--- src/rtl/irq_grp_pkg.sv ---
package irq_grp_pkg;
  localparam int DW     = 8;
  localparam int AW     = 4;
  localparam int LVL_W  = 3;
  localparam int LINK_N = 4;

  typedef enum logic [AW-1:0] {
    A_EN_CH    = 4'd0,
    A_EN_MISC  = 4'd1,
    A_LEVEL    = 4'd2,
    A_VECTOR   = 4'd3,
    A_SUMMARY  = 4'd4,
    A_LINK_SRC = 4'd5,
    A_LINK_MIR = 4'd6,
    A_TC_SRC   = 4'd7,
    A_TC_MIR   = 4'd8,
    A_TS_SRC   = 4'd9,
    A_TS_MIR   = 4'd10
  } reg_addr_e;

  // bit positions shared by the link byte and the misc enable byte
  localparam int B_CARRIER = 3;
  localparam int B_FRAME   = 4;
  localparam int B_PARITY  = 5;
  localparam int B_SYNC    = 6;
  localparam int B_TSCAP   = 7;
  // summary-only positions
  localparam int S_LINKERR = 3;
  localparam int S_TC      = 4;

  localparam logic [DW-1:0] MISC_MASK = 8'hF8;
  localparam logic [DW-1:0] LERR_MASK = 8'h38;

  // packs the four link latch bits into their byte positions
  function automatic logic [DW-1:0] link_byte_f(input logic [LINK_N-1:0] q);
    logic [DW-1:0] b;
    b = '0;
    b[B_CARRIER] = q[0];
    b[B_FRAME]   = q[1];
    b[B_PARITY]  = q[2];
    b[B_SYNC]    = q[3];
    return b;
  endfunction

  // derives the summary byte from the latched groups and the enables
  function automatic logic [DW-1:0] summary_f(
    input logic [DW-1:0] link_b,
    input logic [DW-1:0] tc_b,
    input logic [DW-1:0] ts_b,
    input logic [DW-1:0] en_ch,
    input logic [DW-1:0] en_misc
  );
    logic [DW-1:0] s;
    s = '0;
    s[S_LINKERR] = |(link_b & en_misc & LERR_MASK);
    s[S_TC]      = |(tc_b & en_ch);
    s[B_SYNC]    = link_b[B_SYNC] & en_misc[B_SYNC];
    s[B_TSCAP]   = (|ts_b) & en_misc[B_TSCAP];
    return s;
  endfunction
endpackage

--- src/rtl/irq_src_latch.sv ---
module irq_src_latch #(
  parameter int W = 8
) (
  input  logic         clk,
  input  logic         rst_n,
  input  logic [W-1:0] set_i,
  input  logic         clr_rd_i,
  output logic [W-1:0] q_o
);
  for (genvar i = 0; i < W; i++) begin : g_bit
    always_ff @(posedge clk or negedge rst_n) begin
      if (!rst_n)        q_o[i] <= 1'b0;
      else if (clr_rd_i) q_o[i] <= set_i[i];
      else               q_o[i] <= q_o[i] | set_i[i];
    end
  end

  // without a clearing read no latched bit may drop
  p_hold_r3: assert property (@(posedge clk) disable iff (!rst_n)
    !clr_rd_i |=> ((q_o & $past(q_o)) == $past(q_o)));

  // a condition coinciding with the clearing read survives it
  p_keep_r5: assert property (@(posedge clk) disable iff (!rst_n)
    (clr_rd_i && (set_i != '0)) |=> ((q_o & $past(set_i)) == $past(set_i)));
endmodule

--- src/rtl/irq_cfg_regs.sv ---
module irq_cfg_regs
  import irq_grp_pkg::*;
(
  input  logic             clk,
  input  logic             rst_n,
  input  logic             wr_i,
  input  logic [AW-1:0]    addr_i,
  input  logic [DW-1:0]    wdata_i,
  output logic [DW-1:0]    en_ch_o,
  output logic [DW-1:0]    en_misc_o,
  output logic [LVL_W-1:0] level_o,
  output logic [DW-1:0]    vector_o
);
  always_ff @(posedge clk or negedge rst_n) begin
    if (!rst_n) begin
      en_ch_o   <= '0;
      en_misc_o <= '0;
      level_o   <= '0;
      vector_o  <= '0;
    end else if (wr_i) begin
      case (addr_i)
        A_EN_CH:   en_ch_o   <= wdata_i;
        A_EN_MISC: en_misc_o <= wdata_i & MISC_MASK;
        A_LEVEL:   level_o   <= wdata_i[LVL_W-1:0];
        A_VECTOR:  vector_o  <= wdata_i;
        default:   ;
      endcase
    end
  end

  // a level write takes effect on the next cycle
  p_level_r11: assert property (@(posedge clk) disable iff (!rst_n)
    (wr_i && addr_i == A_LEVEL) |=> (level_o == $past(wdata_i[LVL_W-1:0])));
endmodule

--- src/rtl/irq_req_ctrl.sv ---
module irq_req_ctrl (
  input  logic clk,
  input  logic rst_n,
  input  logic pend_i,
  input  logic new_evt_i,
  input  logic sum_rd_i,
  output logic irq_o
);
  logic acked_q;

  always_ff @(posedge clk or negedge rst_n) begin
    if (!rst_n)                   acked_q <= 1'b0;
    else if (new_evt_i || !pend_i) acked_q <= 1'b0;
    else if (sum_rd_i)            acked_q <= 1'b1;
  end

  assign irq_o = pend_i & ~acked_q;

  // an enabled new event raises the request next cycle
  p_reassert_r9: assert property (@(posedge clk) disable iff (!rst_n)
    new_evt_i |=> irq_o);

  // a summary read without a new event withdraws the request
  p_ack_drop_r8: assert property (@(posedge clk) disable iff (!rst_n)
    (sum_rd_i && !new_evt_i) |=> !irq_o);
endmodule

--- src/rtl/irq_group_ctrl.sv ---
module irq_group_ctrl
  import irq_grp_pkg::*;
#(
  parameter int NCH = 8
) (
  input  logic             clk,
  input  logic             rst_n,
  input  logic [AW-1:0]    reg_addr,
  input  logic             reg_wr,
  input  logic [DW-1:0]    reg_wdata,
  input  logic             reg_rd,
  output logic [DW-1:0]    reg_rdata,
  input  logic [NCH-1:0]   tc_evt,
  input  logic [NCH-1:0]   ts_evt,
  input  logic             carrier_err,
  input  logic             frame_err,
  input  logic             parity_err,
  input  logic             sync_evt,
  output logic             irq_req,
  output logic [LVL_W-1:0] irq_level,
  input  logic             irq_iack,
  output logic [DW-1:0]    irq_vec
);
  localparam int PAD = DW - NCH;

  logic [DW-1:0]     en_ch, en_misc, vector_q;
  logic [LINK_N-1:0] link_set, link_q;
  logic [NCH-1:0]    tc_q, ts_q;
  logic [DW-1:0]     link_b, tc_b, ts_b, summary;
  logic              clr_link, clr_tc, clr_ts, sum_rd;
  logic              new_evt, pending;

  irq_cfg_regs u_cfg (
    .clk, .rst_n,
    .wr_i(reg_wr), .addr_i(reg_addr), .wdata_i(reg_wdata),
    .en_ch_o(en_ch), .en_misc_o(en_misc),
    .level_o(irq_level), .vector_o(vector_q)
  );

  assign clr_link = reg_rd && (reg_addr == A_LINK_SRC);
  assign clr_tc   = reg_rd && (reg_addr == A_TC_SRC);
  assign clr_ts   = reg_rd && (reg_addr == A_TS_SRC);
  assign sum_rd   = reg_rd && (reg_addr == A_SUMMARY);
  assign link_set = {sync_evt, parity_err, frame_err, carrier_err};

  irq_src_latch #(.W(LINK_N)) u_link (
    .clk, .rst_n, .set_i(link_set), .clr_rd_i(clr_link), .q_o(link_q));
  irq_src_latch #(.W(NCH)) u_tc (
    .clk, .rst_n, .set_i(tc_evt), .clr_rd_i(clr_tc), .q_o(tc_q));
  irq_src_latch #(.W(NCH)) u_ts (
    .clk, .rst_n, .set_i(ts_evt), .clr_rd_i(clr_ts), .q_o(ts_q));

  assign link_b  = link_byte_f(link_q);
  assign tc_b    = {{PAD{1'b0}}, tc_q};
  assign ts_b    = {{PAD{1'b0}}, ts_q};
  assign summary = summary_f(link_b, tc_b, ts_b, en_ch, en_misc);
  assign pending = |summary;

  // incoming events that would raise an enabled summary bit
  assign new_evt = (|summary_f(link_byte_f(link_set), {{PAD{1'b0}}, tc_evt},
                               {{PAD{1'b0}}, ts_evt}, en_ch, en_misc));

  irq_req_ctrl u_req (
    .clk, .rst_n, .pend_i(pending), .new_evt_i(new_evt),
    .sum_rd_i(sum_rd), .irq_o(irq_req));

  assign irq_vec = irq_iack ? vector_q : '0;

  always_comb begin
    case (reg_addr)
      A_EN_CH:                reg_rdata = en_ch;
      A_EN_MISC:              reg_rdata = en_misc;
      A_LEVEL:                reg_rdata = {{(DW-LVL_W){1'b0}}, irq_level};
      A_VECTOR:               reg_rdata = vector_q;
      A_SUMMARY:              reg_rdata = summary;
      A_LINK_SRC, A_LINK_MIR: reg_rdata = link_b;
      A_TC_SRC, A_TC_MIR:     reg_rdata = tc_b;
      A_TS_SRC, A_TS_MIR:     reg_rdata = ts_b;
      default:                reg_rdata = '0;
    endcase
  end

  // a request is only ever raised over a non-empty summary
  p_req_pending_r10: assert property (@(posedge clk) disable iff (!rst_n)
    irq_req |-> (summary != '0));

  // no vector is driven outside an acknowledge
  p_vec_idle_r11: assert property (@(posedge clk) disable iff (!rst_n)
    !irq_iack |-> (irq_vec == '0));
endmodule

--- config.mk ---
export PLATFORM = sky130hd
export DESIGN_NAME = irq_group_ctrl
export DESIGN_NICKNAME = d
export VERILOG_FILES = /design/src/rtl/irq_grp_pkg.sv /design/src/rtl/irq_src_latch.sv /design/src/rtl/irq_cfg_regs.sv /design/src/rtl/irq_req_ctrl.sv /design/src/rtl/irq_group_ctrl.sv
export SDC_FILE = /design/constraint.sdc
export NUM_CORES = 1
export LEC_CHECK = 0
export CAP_MARGIN = 20
export CORE_UTILIZATION = 35
export CTS_BUF_LIST = sky130_fd_sc_hd__clkbuf_16
export CTS_CLUSTER_SIZE = 40
export DETAILED_ROUTE_END_ITERATION = 8
export DONT_BUFFER_PORTS = 1
export GPL_TIMING_DRIVEN = 1
export SKIP_LAST_GASP = 1
export SLEW_MARGIN = 40
export SYNTH_ARGS = -nofsm -noshare
export SYNTH_HDL_FRONTEND = slang
export SYNTH_SLANG_ARGS = --single-unit
--- constraint.sdc ---
create_clock -name clk -period 1.6 [get_ports clk]
set_clock_uncertainty 0.1 [all_clocks]
set_input_delay 0.16 -clock clk [delete_from_list [all_inputs] [get_ports clk]]
set_output_delay 0.16 -clock clk [all_outputs]
set_load 0.02 [all_outputs]
==> out/metrics.yaml <==
outcome:
  outcome: "finished with violations"
  violations: "design-rule violations, negative setup slack"
synth:
  ys_seq_area_share_pct: 48.0
  async_reset_ff_share_pct: 100
  synthTopCellsByArea: "dfrtp_1, mux2_2, a21o_1"
  yosysTopAreaCellShare_pct: 48.0
  syn-cell-area_um2: 2350
  ys_ff_latch: 45
  mappedNetlistNets: 237
  syn_avg_cell_area_um2: 11.7
  yosysWarningCount: 0
  synthCells: 200
  synth_edf_count: 0
  yosys.area.top_type: "dfrtp_1"
  synth.distinct_cells: 43
  ys.flop_type: "dfrtp_1"
layout:
  layout_common_cells: "dfrtp_1, dlygate4sd3_1, mux2_2, a21o_1, buf_4"
  final_common_cell: "dfrtp_1"
  finish.instance_area_um2: 3140
  nets: 290
  drive_gt1_share_pct: 34.3
  area.growth.synth_to_final_pct: 33.9
  diodes: 0
pwr:
  finalPower_uw: 3440
  peakVddDrop_v: 0.000562
  power.density_nw_per_um2: 1090
  p_leak_uw: 0.00122
clock_network:
  clk_path_buf_depth: 2
  cts_sinks: 45
  cts_tree: "done"
  cts-root-buf: "clkbuf_16"
  path_clk_slew_ns: 0.07
  htree_levels: 2
  clock_latency_ns: 0.29
  cts_made_buffers: 5
routing:
  routed_wl_um: 6810
  drc_errors: 8
  viasPerCell: 5.84
  wl_per_cell_um: 20.6
  firstDrtPassIters: 6
  drt-initial-drc-count: 142
  vias: 1934
  ant_nets: 0
place:
  hpwl_um: 4880
  gp_congestion: 0.899
  portBuffers: 0
  placed_cell_area_um2: 2520
  post-place-ws_ns: -0.0418
die:
  core-area_um2: 6420
  dieArea_um2: 7030
  initial_core_util_pct: 36.5
  die_h_um: 83.9
  row_count: 29
  die_w_um: 83.9
  num_io_pins: 57
setup_path:
  startpoint_type: "flop"
  critical_path_class: "flop to primary output"
  path_max_fanout: 3
  required_ns: 1.34
  crit_arrival_ns: 1.65
  endpoint_kind: "primary output"
timing:
  rsz0062_at_grt: "yes"
  setup_ws_ns: -0.310
  finalCritPeriodShare_pct: 119
  hold_viol_final: 0
  max_freq_mhz: 524
  worst_pin_slew_ns: 0.502
  setup_viol: 9
  slew-limit-headroom_pct: 66.4
  fin_crit_ns: 1.91
  tns_ns: -1.39
  slew_violations: 0
grt:
  grt_max_degree: 46
  grt_overflow: 0
  grt_pass1_vias: 1964
  antenna_found_initial: 0
  grtUsageTotal_pct: 20.3
  grt_pass1_wl_um: 10900
hold_path:
  worst_hold_path_type: "input pin to flop"
flow_run:
  max_cap_violations: 0
==> path summary, 6_finish.rpt <==
path	from	cells past startpoint	endpoint	slack, ns
hold reg to reg	u_ts.q_o[7]$_DFF_PN0_	1	u_ts.q_o[7]$_DFF_PN0_	0.41
min in group asynchronous	rst_n	2	u_cfg.en_ch_o[2]$_DFFE_PN0P_	0.27
hold / removal	tc_evt[3]	3	u_req.acked_q$_DFFE_PN0P_	0.01
setup reg to reg	u_cfg.en_misc_o[5]$_DFFE_PN0P_	4	u_req.acked_q$_DFFE_PN0P_	0.02
setup / recovery	u_cfg.en_misc_o[3]$_DFFE_PN0P_	4	reg_rdata[3]	-0.31
max in group asynchronous	rst_n	2	u_cfg.en_ch_o[5]$_DFFE_PN0P_	0.91
==> routing by layer <==
layer	up-vias	track usage [%]	share of wire (%)
met5	-	0	0
met4	0	4.55	1.4
met3	10	5.04	8.9
met2	83	31.2	46
met1	960	28.8	44
li1	881	-	-
==> cell families (layout without fill, tap and decap cells) <==
logic type             after synthesis  after routing  share of synthesized area [%]
buffers and inverters                6             60                           1.81
and+or+nand+nor                     47             47                           11.9
DFF                                 45             45                           48.0
AOI/OAI and AO/OA                   66             66                           21.3
muxes                               36             36                           17.0
==> worst max-delay path: stages (launching register included) <==
cell and delay (ns):
dfrtp_1 0.40, mux2_2 0.27, a22o_1 0.18, a222oi_1 0.32
o21ai_2 0.19
==> report_power, final <==
part	leakage, uW	internal, uW	switching, uW
registers	0.000483	1290	171
logic	0.000655	422	359
clock network	0.0000842	740	453
total	0.00122	2460	983
==> sequential cells by signal, indices dropped and copies added (netlist names) <==
name and flops:
u_req.acked_q 1, u_cfg.vector_o 8, u_tc.q_o 8, u_link.q_o 4, u_cfg.level_o 3, u_cfg.en_ch_o 8
u_cfg.en_misc_o 5, u_ts.q_o 8
==> cells in the mapped netlist (2+ instances only) <==
cell	n
nand3_1	5
and2_1	8
a222oi_1	3
o21ai_0	6
a221oi_1	3
a21o_1	21
nor2_4	2
nor2_1	5
a22o_1	6
buf_4	3
o21ai_1	2
a22oi_1	10
a21boi_0	2
a21oi_1	2
mux2i_1	5
nor2b_1	2
dfrtp_1	45
nand4_1	2
nor4_1	5
a31oi_1	3
mux2_2	30
nand2_1	9
==> area by class of cell <==
class                   count  area (um^2)
fillers                   580         3280
multi-input cells         149         1260
flip-flops and latches     45         1130
repair buffers             52          485
clock buffers               5          125
well taps                  77         96.3
clock inverters             3         43.8
==> through the flow <==
| stage | util (%) | cells | hold WS [ns] |
|---|---|---|---|
| detailed placement | 39.2 | 287 | -0.234 |
| global placement | 39.2 | 287 | -0.234 |
| global route | 48.9 | 331 | 0.0150 |
| CTS | 48.2 | 329 | 0.00486 |
| finish | 48.9 | 331 | 0.0127 |
| floorplan | - | 200 | -0.236 |
==> repair_timing <==
action | 4_1_cts | 5_1_grt
endpoints found under the hold margin | 90 | 0
buffers inserted | 3 | 2
endpoints found under the setup margin | 9 | 10
gates resized for setup | 16 | 8
pin swaps | 9 | 4
hold buffers | 31 | 0
Power figures use the tool's default switching activity.
